[src/rtl/twi_pkg.sv]
package twi_pkg;
  localparam int BYTE_W = 8;
  localparam logic [BYTE_W-1:0] GC_ADDR_BYTE = 8'h00;
  localparam logic [BYTE_W-1:0] GC_RESET_BYTE = 8'h06;
  localparam logic [4:0] HS_CODE_PREFIX = 5'b00001;

  typedef enum logic [2:0] {
    ST_IDLE,
    ST_ADDR,
    ST_DATA,
    ST_GC,
    ST_SKIP
  } twi_state_e;

  typedef struct packed {
    logic       ack;
    logic       hs_set;
    logic       strobe;
    logic       gc_rst;
    twi_state_e next;
  } twi_dec_t;

  function automatic logic is_hs_code(input logic [BYTE_W-1:0] b);
    return b[BYTE_W-1:BYTE_W-5] == HS_CODE_PREFIX;
  endfunction

  function automatic logic is_own_write(input logic [BYTE_W-1:0] b,
                                        input logic [BYTE_W-2:0] addr);
    return b == {addr, 1'b0};
  endfunction

  // Decision taken when a byte completes, given the state it arrived in.
  function automatic twi_dec_t decide(input twi_state_e st,
                                      input logic [BYTE_W-1:0] b,
                                      input logic [BYTE_W-2:0] addr);
    twi_dec_t d;
    d = '0;
    d.next = ST_SKIP;
    case (st)
      ST_ADDR: begin
        if (is_hs_code(b)) begin
          d.hs_set = 1'b1;
        end else if (b == GC_ADDR_BYTE) begin
          d.ack = 1'b1;
          d.next = ST_GC;
        end else if (is_own_write(b, addr)) begin
          d.ack = 1'b1;
          d.next = ST_DATA;
        end
      end
      ST_DATA: begin
        d.ack = 1'b1;
        d.strobe = 1'b1;
        d.next = ST_DATA;
      end
      ST_GC: begin
        if (b == GC_RESET_BYTE) begin
          d.ack = 1'b1;
          d.gc_rst = 1'b1;
          d.next = ST_IDLE;
        end
      end
      default: d.next = ST_SKIP;
    endcase
    return d;
  endfunction
endpackage

[src/rtl/twi_sync.sv]
module twi_sync #(
  parameter int STAGES = 2
) (
  input  logic clk,
  input  logic rst_n,
  input  logic d_i,
  output logic q_o
);
  logic [STAGES-1:0] chain;

  generate
    if (STAGES == 1) begin : g_one
      always_ff @(posedge clk or negedge rst_n) begin
        if (!rst_n) chain <= '1;
        else        chain <= d_i;
      end
    end else begin : g_many
      always_ff @(posedge clk or negedge rst_n) begin
        if (!rst_n) chain <= '1;
        else        chain <= {chain[STAGES-2:0], d_i};
      end
    end
  endgenerate

  assign q_o = chain[STAGES-1];
endmodule

[src/rtl/twi_cond_det.sv]
module twi_cond_det (
  input  logic clk,
  input  logic rst_n,
  input  logic scl_s,
  input  logic sda_s,
  output logic scl_rise,
  output logic scl_fall,
  output logic start_det,
  output logic stop_det
);
  logic scl_q;
  logic sda_q;

  always_ff @(posedge clk or negedge rst_n) begin
    if (!rst_n) begin
      scl_q <= 1'b1;
      sda_q <= 1'b1;
    end else begin
      scl_q <= scl_s;
      sda_q <= sda_s;
    end
  end

  assign scl_rise  = scl_s & ~scl_q;
  assign scl_fall  = ~scl_s & scl_q;
  assign start_det = scl_s & scl_q & sda_q & ~sda_s;
  assign stop_det  = scl_s & scl_q & ~sda_q & sda_s;
endmodule

[src/rtl/twi_byte_fsm.sv]
module twi_byte_fsm
  import twi_pkg::*;
#(
  parameter logic [BYTE_W-2:0] DEV_ADDR = 7'h2A,
  localparam int CW = $clog2(BYTE_W + 2)
) (
  input  logic              clk,
  input  logic              rst_n,
  input  logic              sda_s,
  input  logic              scl_rise,
  input  logic              scl_fall,
  input  logic              start_det,
  input  logic              stop_det,
  output logic              sda_pull_o,
  output logic              hs_mode_o,
  output logic              gc_reset_o,
  output logic              byte_valid_o,
  output logic [BYTE_W-1:0] byte_data_o,
  output logic              ninth_fall,
  output logic              bus_busy,
  output logic [CW-1:0]     bit_cnt
);
  localparam logic [CW-1:0] LAST_BIT = CW'(BYTE_W - 1);
  localparam logic [CW-1:0] ACK_SLOT = CW'(BYTE_W);
  localparam logic [CW-1:0] ACK_HIGH = CW'(BYTE_W + 1);

  twi_state_e        state;
  logic [BYTE_W-1:0] shreg;
  twi_dec_t          dec_q;
  logic              byte_done;
  logic              shifting;
  logic [BYTE_W-1:0] next_byte;

  assign bus_busy   = (state != ST_IDLE);
  assign shifting   = bus_busy && scl_rise && (bit_cnt < ACK_SLOT);
  assign byte_done  = shifting && (bit_cnt == LAST_BIT);
  assign ninth_fall = bus_busy && scl_fall && (bit_cnt == ACK_HIGH);
  assign next_byte  = {shreg[BYTE_W-2:0], sda_s};

  always_ff @(posedge clk or negedge rst_n) begin
    if (!rst_n) begin
      state        <= ST_IDLE;
      shreg        <= '0;
      bit_cnt      <= '0;
      dec_q        <= '0;
      sda_pull_o   <= 1'b0;
      hs_mode_o    <= 1'b0;
      gc_reset_o   <= 1'b0;
      byte_valid_o <= 1'b0;
      byte_data_o  <= '0;
    end else begin
      gc_reset_o   <= 1'b0;
      byte_valid_o <= 1'b0;
      if (stop_det) begin
        state      <= ST_IDLE;
        bit_cnt    <= '0;
        sda_pull_o <= 1'b0;
        hs_mode_o  <= 1'b0;
      end else if (start_det) begin
        state      <= ST_ADDR;
        bit_cnt    <= '0;
        sda_pull_o <= 1'b0;
      end else if (bus_busy) begin
        if (shifting) begin
          shreg   <= next_byte;
          bit_cnt <= bit_cnt + 1'b1;
        end else if (scl_rise && bit_cnt == ACK_SLOT) begin
          bit_cnt <= ACK_HIGH;
        end
        if (byte_done) begin
          dec_q <= decide(state, next_byte, DEV_ADDR);
        end
        if (scl_fall && bit_cnt == ACK_SLOT) begin
          sda_pull_o <= dec_q.ack;
        end
        if (ninth_fall) begin
          sda_pull_o   <= 1'b0;
          bit_cnt      <= '0;
          byte_valid_o <= dec_q.strobe;
          if (dec_q.strobe) byte_data_o <= shreg;
          if (dec_q.gc_rst) begin
            gc_reset_o <= 1'b1;
            hs_mode_o  <= 1'b0;
            state      <= ST_IDLE;
            shreg      <= '0;
          end else begin
            state <= dec_q.next;
            if (dec_q.hs_set) hs_mode_o <= 1'b1;
          end
        end
      end
    end
  end
endmodule

[src/rtl/twi_hs_slave.sv]
module twi_hs_slave
  import twi_pkg::*;
#(
  parameter int               SYNC_STAGES = 2,
  parameter logic [6:0]       DEV_ADDR    = 7'h2A
) (
  input  logic       clk,
  input  logic       rst_n,
  input  logic       scl_i,
  input  logic       sda_i,
  output logic       sda_pull_o,
  output logic       hs_mode_o,
  output logic       gc_reset_o,
  output logic       byte_valid_o,
  output logic [7:0] byte_data_o
);
  localparam int CW = $clog2(BYTE_W + 2);

  logic          scl_s, sda_s;
  logic          scl_rise, scl_fall, start_det, stop_det;
  logic          ninth_fall, bus_busy;
  logic [CW-1:0] bit_cnt;

  twi_sync #(.STAGES(SYNC_STAGES)) u_scl_sync (
    .clk(clk), .rst_n(rst_n), .d_i(scl_i), .q_o(scl_s)
  );
  twi_sync #(.STAGES(SYNC_STAGES)) u_sda_sync (
    .clk(clk), .rst_n(rst_n), .d_i(sda_i), .q_o(sda_s)
  );

  twi_cond_det u_cond (
    .clk(clk), .rst_n(rst_n), .scl_s(scl_s), .sda_s(sda_s),
    .scl_rise(scl_rise), .scl_fall(scl_fall),
    .start_det(start_det), .stop_det(stop_det)
  );

  twi_byte_fsm #(.DEV_ADDR(DEV_ADDR)) u_fsm (
    .clk(clk), .rst_n(rst_n), .sda_s(sda_s),
    .scl_rise(scl_rise), .scl_fall(scl_fall),
    .start_det(start_det), .stop_det(stop_det),
    .sda_pull_o(sda_pull_o), .hs_mode_o(hs_mode_o),
    .gc_reset_o(gc_reset_o), .byte_valid_o(byte_valid_o),
    .byte_data_o(byte_data_o), .ninth_fall(ninth_fall),
    .bus_busy(bus_busy), .bit_cnt(bit_cnt)
  );
endmodule

[config.mk]
export PLATFORM = sky130hd
export DESIGN_NAME = twi_hs_slave
export DESIGN_NICKNAME = d
export VERILOG_FILES = /design/src/rtl/twi_pkg.sv /design/src/rtl/twi_sync.sv /design/src/rtl/twi_cond_det.sv /design/src/rtl/twi_byte_fsm.sv /design/src/rtl/twi_hs_slave.sv
export SDC_FILE = /design/constraint.sdc
export NUM_CORES = 1
export LEC_CHECK = 0
export ABC_AREA = 1
export CAP_MARGIN = 40
export CORE_ASPECT_RATIO = 1.25
export CORE_MARGIN = 2
export CORE_UTILIZATION = 25
export DETAILED_ROUTE_END_ITERATION = 16
export PLACE_DENSITY = 0.52
export SLEW_MARGIN = 25
export SYNTH_ARGS = -nofsm -noshare
export SYNTH_HDL_FRONTEND = slang
export SYNTH_HIERARCHICAL = 1
export SYNTH_SLANG_ARGS = --single-unit
[constraint.sdc]
create_clock -name clk -period 2.9 [get_ports clk]
set_input_delay 0.58 -clock clk [delete_from_list [all_inputs] [get_ports clk]]
set_output_delay 0.58 -clock clk [all_outputs]
set_load 0.01 [all_outputs]
## Yosys cells after proc, flatten, opt, wreduce, memory -nomap -nowiden

Index checks and enable logic that the tools add are counted.

- Bits in latches: 0
- Register bits after elaboration: 40
- Memory bits (writable): 0
- Input port bits: 4
- Memories kept: 0
- Output and inout bits: 12
- Bits in read-only memories: 0

- Eq/ne operators: 10
- Multiply operators: 0
- Muxes and demuxes: 48
- Shift operators: 0
- Magnitude comparators: 1
- Bitwise operators: 13
- Reductions and logical operators: 23
- Div/mod/pow operators: 0
- Add/subtract/negate cells: 1

Operator list:

| operator | number |
|---|---|
| $mux W1 | 28 |
| $mux W4 | 7 |
| $mux W3 | 8 |
| $mux W8 | 3 |
| $reduce_bool A3 Y1 | 4 |
| $pmux W3 S3 | 1 |
| $eq A4 B4 Y1 const B | 2 |
| $eq A8 B3 Y1 const B | 1 |
| $eq A8 B7 Y1 const B | 1 |
| $logic_not A8 Y1 | 1 |
| $reduce_and A4 Y1 | 2 |
| $and A1 B1 Y1 | 7 |
| $logic_and A1 B1 Y1 | 7 |
| $eq A3 B2 Y1 const B | 2 |
| $not A1 Y1 | 6 |
| $reduce_and A2 Y1 | 3 |
| $eq A5 B1 Y1 const B | 1 |
| $reduce_and A5 Y1 | 1 |
| $reduce_bool A5 Y1 | 1 |
| $add A4 B1 Y4 const B | 1 |
| $eq A4 B3 Y1 const B | 1 |
| $lt A4 B4 Y1 const B | 1 |
| $reduce_bool A2 Y1 | 2 |
| $reduce_bool A4 Y1 | 1 |
| other kinds (4) | 4 |

## Depth between registers and ports, before layout

- Depth in word-level cells: 9
- Depth in mapped cells: 10
- Mapped depth without buffers: 10

## Cells and area by module

Netlist, hierarchy kept.

Modules (own cells, without submodules):

| module | seq. area each (um2) | area an instance (um2) | instances | cells each |
|---|---|---|---|---|
| twi_byte_fsm | 850.8 | 1793.0 | 1 | 222 |
| twi_sync | 52.6 | 52.6 | 2 | 2 |
| twi_cond_det | 52.6 | 93.8 | 1 | 13 |

## Worst setup path before layout

No wires, ideal clock.

- Kind: reg2reg
- From: register u_scl_sync.chain[1]
- To: register u_fsm/dec_q[6] (netlist bit)
- Cell stages (with the launch flop): 9
- Setup slack: 1328 ps
- Arrival: 1454 ps
- Path buffers: 1
- Cells stage by stage: dfstp_2 > nand2_1 > nor2_1 > nor2_8 > nand4_1 > buf_2 > nor2_1 > nand3_1 > nand2_1

- Word-level cells in the longest chain between the ends: 5
- Elaborated cells on any way between the ends: 12

RTL lines:

| element | line | source |
|---|---|---|
| from (decl) | twi_sync.sv:9 | `logic [STAGES-1:0] chain;` |
| from (signal assigned) | twi_sync.sv:20 | `else chain <= {chain[STAGES-2:0], d_i};` |
| $and A1 B1 Y1 (3 in a row) | twi_cond_det.sv:26 | `assign start_det = scl_s & scl_q & sda_q & ~sda_s;` |
| net start_det | twi_hs_slave.sv:20 | `logic scl_rise, scl_fall, start_det, stop_det;` |
| $not A1 Y1 (no line) | -- |  |
| $reduce_and A4 Y1 (no line) | -- |  |
| to (signal assigned) | twi_byte_fsm.sv:71 | `dec_q <= decide(state, next_byte, DEV_ADDR);` |
| to (decl) | twi_byte_fsm.sv:29 | `twi_dec_t dec_q;` |

The timed path passes the listed nets, and every way through them passes these cells.
A chain may end at the register's enable or synchronous reset.

## Final worst setup path

- From: register u_scl_sync.chain[1]
- To: register u_fsm/dec_q[0] (netlist bit)

- Word-level cells in the longest chain between the ends: 5
- Elaborated cells on any way between the ends: 12

RTL lines:

| element | line | source |
|---|---|---|
| $and A1 B1 Y1 | twi_cond_det.sv:24 | `assign scl_rise = scl_s & ~scl_q;` |
| net scl_rise | twi_hs_slave.sv:20 |  |
| $logic_and A1 B1 Y1 (2 in a row) | twi_byte_fsm.sv:35 | `assign shifting = bus_busy && scl_rise && (bit_cnt < ACK_SLOT);` |
| $logic_and A1 B1 Y1 | twi_byte_fsm.sv:36 | `assign byte_done = shifting && (bit_cnt == LAST_BIT);` |
| $reduce_and A4 Y1 (no line) | -- |  |

The timed path passes the listed nets, and every way through them passes these cells.

==> key figures <==
Clocking
  • CTS Buf Count: 5
  • Hold bufs inserted after CTS: 0
  • Maximum level of the CTS H-tree: 2
  • # Post-CTS Setup Buffers: 0
  • CTS sink count: 40
  • Post-CTS sizing: 0
  • Root Buffer: clkbuf_8
  • CTS tree: built
  • Deepest clock path buffer count: 2
  • Reg clk slew, reported paths: roughly 0.08 ns
  • Worst-Skew Late Latency: 0.30 ns

Route
  • Antenna viol nets, final: 0
  • DRT Wirelength: approximately 4200 um
  • First-pass DRT Iterations: 4
  • DR vias: 1,527
  • Vias/cell: around 4.3
  • First DRT Iteration DRCs: 97
  • Wire length per cell: about 12 um
  • DR DRC count: 0

Cells and area
  • Commonest non-fill, non-tap cells in the layout: 74 x nand2_1, 34 x dfrtp_1, 29 x inv_1, 24 x nand3_1, 18 x nor2_1
  • Area growth syn-to-layout: 19.0%
  • Final Net Count: roughly 270
  • Leading cell type in the layout, fill and taps excluded: nand2_1
  • ANT cells: 0
  • Share of layout cells above drive strength 1: 14.3%

Synthesis
  • Mapped Cells: approximately 240
  • Syn Area/Cell: approximately 8.3 um2
  • Area of the mapped netlist: between 0.0015 and 0.002 mm2
  • Post-synthesis sequential area ratio: between 50% and 60%
  • Flop and latch count out of synthesis: 40
  • Yosys warns: 6
  • Syn Nets: 246
  • Yosys cell types: 24

Floorplan
  • Core Area: roughly 0.0077 mm2
  • Die Y: between 100 and 150 um
  • IO Pins: 16
  • Die area: between 0.008 and 0.009 mm2
  • Starting Density: ~26%
  • Die width: roughly 84 um
  • Num rows: 36

Timing
  • Final setup TNS: 0 ns
  • RSZ-0062 raised after global routing: false
  • # setup viols final: 0
  • Fmax: around 0.48 GHz
  • Slew HR: between 60% and 70%
  • Final critical-path share of the clock period: 72.5%
  • Count of pins over their slew limit: 0
  • Worst Skew: 0.00841 ns
  • Worst hold slack: about 0.22 ns
  • Final min period: 2.10 ns
  • Hold Fails Final Rpt: 0
  • Worst-Margin Slew: 0.528 ns

Critical path
  • Worst Setup Start Kind: flop
  • Crit end category: flop
  • WS Path Type: flop to flop
  • Worst r2r dst: u_fsm/dec_q[0]
  • Worst Path Arrival: roughly 2.3 ns
  • Critical Path End: u_fsm/dec_q[0]
  • R2R setup slack: 0.80 ns
  • Crit Reg-Reg Startpoint: u_scl_sync/chain[1]
  • Critical Path Fanout Max: 14
  • Worst Reg2Reg Path Length in Cells: 8
  • Critical Path RT: between 3 and 4 ns
  • Crit. Startpoint: u_scl_sync/chain[1]

Place
  • Port Buf Inserts: 15
  • Routability congestion estimate: approximately 0.77
  • Hpwl dp: 3060 um

Global route
  • Global-route wire length before repair: approximately 7600 um
  • GRT Residual Overflow: 0
  • Initial antenna violation count: 0
  • Vias in the first global route: roughly 1,600
  • Pin count of the biggest net entering global routing: 24
  • Overall routing resource usage: 10.8%

Pwr
  • P_leak: about 0.0012 uW
  • PD cells: slightly below 600 mW/mm2
  • Max VDD drop: approximately 0.28 mV

Job
  • Maxcap violations: 0

Min path
  • Hold Crit Class: input pin to async pin

Status
  • Status: complete, no violations
## cell families after synthesis
logic type	synth area share (%)
AO/OA/AOI/OAI	9.48
adder cells (fa/ha/maj)	1.88
buffers and inverters	7.47
flip-flops	50.6
AND/OR/NAND/NOR	30.5
## worst min path at each step
stage | end | slack (ns)
2_1_floorplan | u_fsm/bit_cnt[0] | 0.28
3_3_place_gp | u_scl_sync/chain[1] | 0.35
3_5_place_dp | u_scl_sync/chain[1] | 0.35
4_1_cts | u_fsm/shreg[0] | 0.23
5_1_grt | u_fsm/shreg[0] | 0.24
6_report | u_fsm/byte_data_o[4] | 0.22
## sequential cells by signal (all words and copies together), names as in the netlist
name,cells
u_fsm/byte_data_o,8
u_fsm/shreg,8
u_fsm/dec_q,7
u_fsm/bit_cnt,4
u_fsm/state,3
u_scl_sync/chain,2
u_sda_sync/chain,2
u_cond/scl_q,1
u_cond/sda_q,1
u_fsm/byte_valid_o,1
u_fsm/gc_reset_o,1
u_fsm/hs_mode_o,1
u_fsm/sda_pull_o,1
## stage by stage
stage                     std cells  worst slack (ns)  instance area (um2)  power (uW)  util (%)
after detailed placement        346             0.816                 2250         908      29.0
final                           354             0.796                 2370        1380      30.6
after CTS                       354             0.789                 2370        1410      30.6
after floorplan                 239              1.33                 1990         837         -
after global placement          345             0.867                 2230         901      28.8
after global routing            354             0.576                 2370        1480      30.6
## routing by layer
metal | track usage (%) | part of all wire, % | vias to the layer above
li1 | - | - | 795
met1 | 14.0 | 47 | 701
met2 | 17.7 | 49 | 26
met3 | 2.47 | 3.1 | 5
met4 | 3.80 | 1.6 | 0
met5 | 0 | 0 | -
## report_power, final
group	internal (uW)	switching [uW]
Combinational	76.4	164
Sequential	620	33.2
Clock	282	206
Total	978	403
## final cells by class
type | count | area, um2
flip-flops and latches | 40 | 1010
fillers | 830 | 5380
clock buffers | 6 | 82.6
repair buffers | 16 | 165
well taps | 95 | 119
clock inverters | 2 | 38.8
multi-input cells | 163 | 835
inverters | 32 | 123
## worst max-delay path, stage by stage (launching register included)
cell      delay [ns]
dfstp_2         0.55
inv_1           0.04
nor2_1          0.12
inv_1           0.07
nor2_2          0.41
nand4_1         0.43
inv_1           0.23
nand3b_1        0.09
o21ai_0         0.09
## synth_stat cells
cell type / n / area (um2)
or2_2: 1 / 6.26
nand4_1: 6 / 37.5
a21boi_0: 7 / 52.6
nand2_1: 74 / 278
o21ai_1: 1 / 5.00
nand3b_1: 1 / 7.51
inv_4: 1 / 6.26
o21ai_0: 9 / 45.0
o21ai_2: 9 / 78.8
buf_2: 3 / 15.0
dfstp_2: 6 / 158
nor2_1: 18 / 67.6
inv_2: 2 / 7.51
nand3_4: 2 / 35.0
a21boi_1: 1 / 7.51
buf_6: 1 / 11.3
nor2_2: 2 / 12.5
nand2_2: 3 / 18.8
ha_1: 3 / 37.5
dfrtp_1: 34 / 851
nor2_8: 1 / 20.0
nor3_1: 1 / 5.00
nand3_1: 24 / 120
inv_1: 29 / 109
Note: power is estimated with default switching activity, not from simulation.
